`config.mk`:
```
export PLATFORM = sky130hd
export DESIGN_NAME = ser_prog_reg
export DESIGN_NICKNAME = d
export VERILOG_FILES = /design/src/rtl/ser_prog_pkg.sv /design/src/rtl/spr_edge_shift.sv /design/src/rtl/spr_cfg_hold.sv /design/src/rtl/ser_prog_reg.sv
export SDC_FILE = /design/constraint.sdc
export NUM_CORES = 1
export LEC_CHECK = 0
export BUFFER_PORTS_ARGS = -buffer_cell sky130_fd_sc_hd__buf_2
export CELL_PAD_IN_SITES_DETAIL_PLACEMENT = 0
export CELL_PAD_IN_SITES_GLOBAL_PLACEMENT = 1
export CORE_MARGIN = 10
export CORE_UTILIZATION = 45
export CTS_BUF_LIST = sky130_fd_sc_hd__clkbuf_8
export CTS_CLUSTER_SIZE = 8
export DETAILED_ROUTE_END_ITERATION = 10
export PLACE_DENSITY_LB_ADDON = 0.1
export RECOVER_POWER = 100
export SLEW_MARGIN = 25
export SYNTH_ARGS = -nofsm -noshare
export SYNTH_HDL_FRONTEND = slang
export SYNTH_SLANG_ARGS = --single-unit
```
`constraint.sdc`:
```
create_clock -name clk -period 1.71 [get_ports clk]
set_input_delay 0.0855 -clock clk [delete_from_list [all_inputs] [get_ports clk]]
set_output_delay 0.0855 -clock clk [all_outputs]
set_load 0.02 [all_outputs]
```
`src/rtl/ser_prog_pkg.sv`:
```
package ser_prog_pkg;
  localparam int unsigned PD_W = 2;
  localparam int unsigned R_W  = 5;
  localparam int unsigned N_W  = 7;
  localparam int unsigned L_W  = 4;
  localparam int unsigned WORD_W = PD_W + 1 + R_W + 1 + N_W + L_W;

  // bit positions, counted from the last bit received (LSB)
  localparam int unsigned L_LSB   = 0;
  localparam int unsigned N_LSB   = L_LSB + L_W;
  localparam int unsigned N7_POS  = N_LSB + N_W;
  localparam int unsigned R_LSB   = N7_POS + 1;
  localparam int unsigned R5_POS  = R_LSB + R_W;
  localparam int unsigned PDT_POS = R5_POS + 1;
  localparam int unsigned PDE_POS = PDT_POS + 1;

  typedef struct packed {
    logic           pd_en;
    logic           pd_type;
    logic           r_byp;
    logic [R_W-1:0] r_val;
    logic           n_byp;
    logic [N_W-1:0] n_val;
    logic [L_W-1:0] l_val;
  } cfg_t;

  function automatic cfg_t unpack_word(input logic [WORD_W-1:0] w);
    cfg_t c;
    c.pd_en   = w[PDE_POS];
    c.pd_type = w[PDT_POS];
    c.r_byp   = w[R5_POS];
    c.r_val   = w[R_LSB +: R_W];
    c.n_byp   = w[N7_POS];
    c.n_val   = w[N_LSB +: N_W];
    c.l_val   = w[L_LSB +: L_W];
    return c;
  endfunction

  // (enable,type) -> {full, partial, undefined}
  function automatic logic [2:0] pd_decode(input logic en, input logic typ);
    return {en & typ, en & ~typ, ~en & typ};
  endfunction
endpackage

```
`src/rtl/spr_edge_shift.sv`:
```
module spr_edge_shift
  import ser_prog_pkg::*;
#(
  parameter int unsigned W     = WORD_W,
  localparam int unsigned CNT_W = $clog2(W + 2)
) (
  input  logic             clk,
  input  logic             rst_n,
  input  logic             ser_clk,
  input  logic             ser_data,
  input  logic             ser_strobe,
  output logic [W-1:0]     shreg,
  output logic [CNT_W-1:0] bit_cnt,
  output logic             shift_evt,
  output logic             strobe_rise
);
  localparam logic [CNT_W-1:0] CNT_SAT = CNT_W'(W + 1);

  logic sclk_q, stb_q, strobe_fall;

  assign shift_evt   = ser_clk & ~sclk_q & ~ser_strobe;
  assign strobe_rise = ser_strobe & ~stb_q;
  assign strobe_fall = ~ser_strobe & stb_q;

  always_ff @(posedge clk or negedge rst_n) begin
    if (!rst_n) begin
      sclk_q  <= 1'b1;
      stb_q   <= 1'b1;
      shreg   <= '0;
      bit_cnt <= '0;
    end else begin
      sclk_q <= ser_clk;
      stb_q  <= ser_strobe;
      if (shift_evt) shreg <= {shreg[W-2:0], ser_data};
      if (strobe_fall)
        bit_cnt <= '0;
      else if (shift_evt && bit_cnt != CNT_SAT)
        bit_cnt <= bit_cnt + 1'b1;
    end
  end
endmodule

```
`src/rtl/spr_cfg_hold.sv`:
```
module spr_cfg_hold
  import ser_prog_pkg::*;
#(
  parameter cfg_t RST_CFG = '0
) (
  input  logic              clk,
  input  logic              rst_n,
  input  logic              load_evt,
  input  logic [WORD_W-1:0] word,
  output cfg_t              cfg
);
  always_ff @(posedge clk or negedge rst_n) begin
    if (!rst_n)        cfg <= RST_CFG;
    else if (load_evt) cfg <= unpack_word(word);
  end
endmodule

```
`src/rtl/ser_prog_reg.sv`:
```
module ser_prog_reg
  import ser_prog_pkg::*;
#(
  parameter logic           DEF_R_BYP = 1'b0,
  parameter logic [R_W-1:0] DEF_R_VAL = R_W'(4),
  parameter logic           DEF_N_BYP = 1'b1,
  parameter logic [N_W-1:0] DEF_N_VAL = N_W'(71),
  parameter logic [L_W-1:0] DEF_L_VAL = '0
) (
  input  logic           clk,
  input  logic           rst_n,
  input  logic           ser_clk,
  input  logic           ser_data,
  input  logic           ser_strobe,
  output logic           pd_full,
  output logic           pd_partial,
  output logic           pd_undef_err,
  output logic           ref_post_bypass,
  output logic [R_W-1:0] ref_div,
  output logic           main_post_bypass,
  output logic [N_W-1:0] main_div,
  output logic [L_W-1:0] lo_div
);
  localparam int unsigned CNT_W = $clog2(WORD_W + 2);
  localparam cfg_t RST_CFG = '{pd_en: 1'b0, pd_type: 1'b0, r_byp: DEF_R_BYP,
                               r_val: DEF_R_VAL, n_byp: DEF_N_BYP,
                               n_val: DEF_N_VAL, l_val: DEF_L_VAL};

  logic [WORD_W-1:0] shreg;
  logic [CNT_W-1:0]  bit_cnt;
  logic              shift_evt, strobe_rise, load_evt;
  cfg_t              cfg;

  spr_edge_shift #(.W(WORD_W)) u_shift (
    .clk(clk), .rst_n(rst_n), .ser_clk(ser_clk), .ser_data(ser_data),
    .ser_strobe(ser_strobe), .shreg(shreg), .bit_cnt(bit_cnt),
    .shift_evt(shift_evt), .strobe_rise(strobe_rise)
  );

  assign load_evt = strobe_rise && (bit_cnt == CNT_W'(WORD_W));

  spr_cfg_hold #(.RST_CFG(RST_CFG)) u_hold (
    .clk(clk), .rst_n(rst_n), .load_evt(load_evt), .word(shreg), .cfg(cfg)
  );

  assign {pd_full, pd_partial, pd_undef_err} = pd_decode(cfg.pd_en, cfg.pd_type);
  assign ref_post_bypass  = cfg.r_byp;
  assign ref_div          = cfg.r_val;
  assign main_post_bypass = cfg.n_byp;
  assign main_div         = cfg.n_val;
  assign lo_div           = cfg.l_val;
endmodule

```
==> flow_metrics.py <==
metrics = {
    "power_and_ir_drop": {
        "sequentialPowerShare_pct": 53.6,
        "power.leakage_nw": 1.115,
        "switching_share_pct": 20.75,
        "power_density_nw_per_um2": 1003,
        "pwr-share-clk_pct": 41.3,
        "power.total_mw": 2.263,
        "internal-power_mw": 1.794,
        "vdd_drop_max_mv": 0.4038,
        "combPwrFrac_pct": 5.1,
        "p_sw_mw": 0.4696,
    },
    "sta": {
        "period_share_pct": 94.27,
        "hold_violations": 0,
        "period_needed_ns": 1.612,
        "rsz0062_at_grt": "no",
        "setup_viol": 0,
        "fin_ws_ns": 0.09791,
        "fmax_ghz": 0.6203,
        "relSlewSlack_pct": 25.36,
        "fin_skew_ns": 0.005033,
        "finalMaxSlewViolations": 0,
        "tightestPinTransition_ns": 1.120,
        "tns_ns": 0,
    },
    "global_routing": {
        "grt_max_degree": 48,
        "overflow": 0,
        "grt_pass1_wl_um": 6141,
        "grtUsageTotal_pct": 10.07,
        "antenna_found_initial": 0,
        "grt_pass1_vias": 1336,
    },
    "route": {
        "ant_nets": 0,
        "vias": 1272,
        "first_pass_iters": 4,
        "routed_wl_um": 3524,
        "post_drt_wl_per_cell_um": 13.77,
        "drt_iter0_drc": 102,
        "viasPerCell": 4.969,
        "drc": 0,
    },
    "worst_setup_path": {
        "rrSetupSlack_ns": 0.1,
        "critPathLaunchType": "input pin",
        "crit_buf_inv": 2,
        "slowest_delay_ns": 0.53,
        "cp-end-kind": "flip-flop",
        "worstPathRequired_ns": 1.93,
        "rr_worst_depth": 6,
        "critPathKind": "input pin to flip-flop",
        "timing.rr.start": "u_shift.bit_cnt[0]",
        "cpMaxStageDelayCell": "dlygate4sd3_1",
        "path_cells": "dlygate4sd3_1 -> buf_2 -> or3b_1 -> or4_1 -> a21oi_1",
        "critPathLaunch": "ser_strobe",
        "cp_top_family": "simple AND/OR/NAND/NOR gates",
        "r2r-end": "u_hold.cfg[3]",
        "worstPathMaxFanout": 5,
        "cp.arrival_ns": 1.83,
    },
    "cts": {
        "clk_latency_ns": 0.29,
        "cts_tree": "done",
        "cts_made_buffers": 5,
        "cts_num_sinks": 47,
        "clockBufferDepth": 2,
        "cts_resized": 0,
        "clk_pin_slew_ns": 0.08,
        "cts_max_level": 2,
        "clockRootBuffer": "clkbuf_8",
        "postCtsSetupBuffers": 0,
    },
    "layout": {
        "final_nets": 211,
        "diodes": 0,
        "finalNonFillerCells": 256,
        "syn_to_final_growth_pct": 12.40,
        "drive_above_1_share_pct": 23.04,
    },
    "placement": {
        "dp_worst_setup_slack_ns": 0.09852,
        "place.gp.congestion": 0.8190,
        "dp_cells": 244,
        "dp_hpwl_um": 2485,
        "portBuffers": 25,
    },
    "floorplanning": {
        "fp.dieH_um": 86.80,
        "rows": 24,
        "ios": 26,
        "core_um2": 4324,
        "start_util_pct": 46.44,
        "die_area_um2": 7534,
        "fp.dieW_um": 86.80,
    },
    "synthesis": {
        "synth_area_leaders": "dfrtp_1, nand2_1, mux2_2",
        "yosys_warnings": 0,
        "synth_top_area_share_pct": 48.60,
        "async_reset_ff_share_pct": 100.0,
        "ys_ff_latch": 47,
        "yosysMostFrequentCell": "nand2_1",
        "synth_nets": 192,
        "syn_area_um2": 2008,
        "post-synth-top-area-cell": "dfrtp_1",
        "synthCells": 184,
        "netlist_top_cells_count": "nand2_1, dfrtp_1, mux2_2, buf_4, dfstp_2",
        "seq_area_frac_synth_pct": 59.07,
        "synth_edf_count": 0,
        "synth_cell_types": 24,
        "avgSynthCellArea_um2": 10.91,
        "synth-main-ff-cell": "dfrtp_1",
    },
    "run": {
        "maxCapViolCount": 0,
    },
    "worst_hold_path": {
        "holdPathEnd": "u_shift.sclk_q",
        "min_from": "ser_clk",
        "hold_depth": 2,
        "hp-class": "input pin to flip-flop",
    },
    "status": {
        "status": "finished clean",
    },
}
layer usage:
layer	part of all wire (%)	vias to the layer above	wire length, µm	GRT usage, %
met1	46	617	1633	12.00
met3	6.4	4	224	4.221
met2	46	32	1628	15.86
met4	1.1	0	38	3.535
li1	-	619	-	-
met5	0	-	0	0
worst reg2reg max path: cells and delay by family (launching register included):
| family | cells | cell delay [ns] |
|---|---|---|
| adders and majority gates | 1 | 0.14 |
| buffers and inverters | 2 | 0.28 |
| DFF | 1 | 0.42 |
| muxes | 1 | 0.34 |
| and+or+nand+nor | 2 | 0.31 |
power groups by stage:
stage	logic [mW]	registers, mW	clock network (mW)
final	0.115	1.21	0.934
after global routing	0.135	1.22	1.01
after CTS	0.122	1.21	0.971
after detailed placement	0.114	1.23	0
after global placement	0.110	1.23	0
after floorplan	0.0661	1.22	0
worst max path at each step:
stage / cells after the start / endpoint / slack, ns
final: 5 / u_shift.bit_cnt[3] / 0.1
after detailed placement: 6 / u_hold.cfg[13] / 0.1
after global routing: 6 / u_hold.cfg[3] / 0.004
after global placement: 6 / u_hold.cfg[3] / 0.13
after CTS: 6 / u_hold.cfg[13] / 0.09
after floorplan: 6 / u_hold.cfg[0] / 0.19
per-stage QoR:
stage	utilization, %	cell area, µm²	hold WS (ns)
floorplan	-	2008	-0.2101
global placement	48.96	2117	0.1997
detailed placement	48.96	2117	0.2082
CTS	53.04	2293	0.4180
global route	52.20	2257	0.4529
finish	52.20	2257	0.4481
flip-flops by register name (all words and copies together) (netlist names):
| register | cells |
|---|---|
| u_hold.cfg | 20 |
| u_shift.sclk_q | 1 |
| u_shift.bit_cnt | 5 |
| u_shift.shreg | 20 |
| u_shift.stb_q | 1 |
cells by family after synthesis:
logic type / count (synthesis) / synth area share, %
buffers and inverters: 26 / 7.975
AOI/OAI and AO/OA: 9 / 2.430
muxes: 20 / 11.22
DFF: 47 / 59.07
adders and majority gates: 3 / 1.869
and+or+nand+nor: 79 / 17.45
layout make-up:
| cell class | instances | area [µm²] |
|---|---|---|
| clock buffer | 5 | 68.82 |
| clock inverter | 3 | 67.56 |
| fill | 400 | 2067 |
| inverter | 3 | 11.26 |
| multi-input combinational | 111 | 671.9 |
| sequential | 47 | 1186 |
| tap | 52 | 65.06 |
| timing repair buffer | 35 | 186.4 |
layout by cell type (no fill, tap or decap), types with 2 or more instances in the layout:
cell           Yosys  final
ha_1               3      3
nand2_1           61     61
bufinv_16          0      2
and2_1             2      2
dlygate4sd3_1      0      4
nor2b_1            3      3
clkbuf_1           5     23
clkbuf_2           0      2
dfstp_2            8      8
nand3_1            3      3
dfrtp_1           39     39
o21ai_0            3      3
buf_2              2      3
a21oi_1            5      5
inv_1              3      3
buf_4             16      2
mux2_2            20     20
clkbuf_8           0      5
timing repair:
| item | CTS | global route |
|---|---|---|
| endpoints found under the hold margin | 42 | 0 |
| endpoints found under the setup margin | 0 | 0 |
| hold buffers | 4 | 0 |
(Power assumes the default switching activity.)
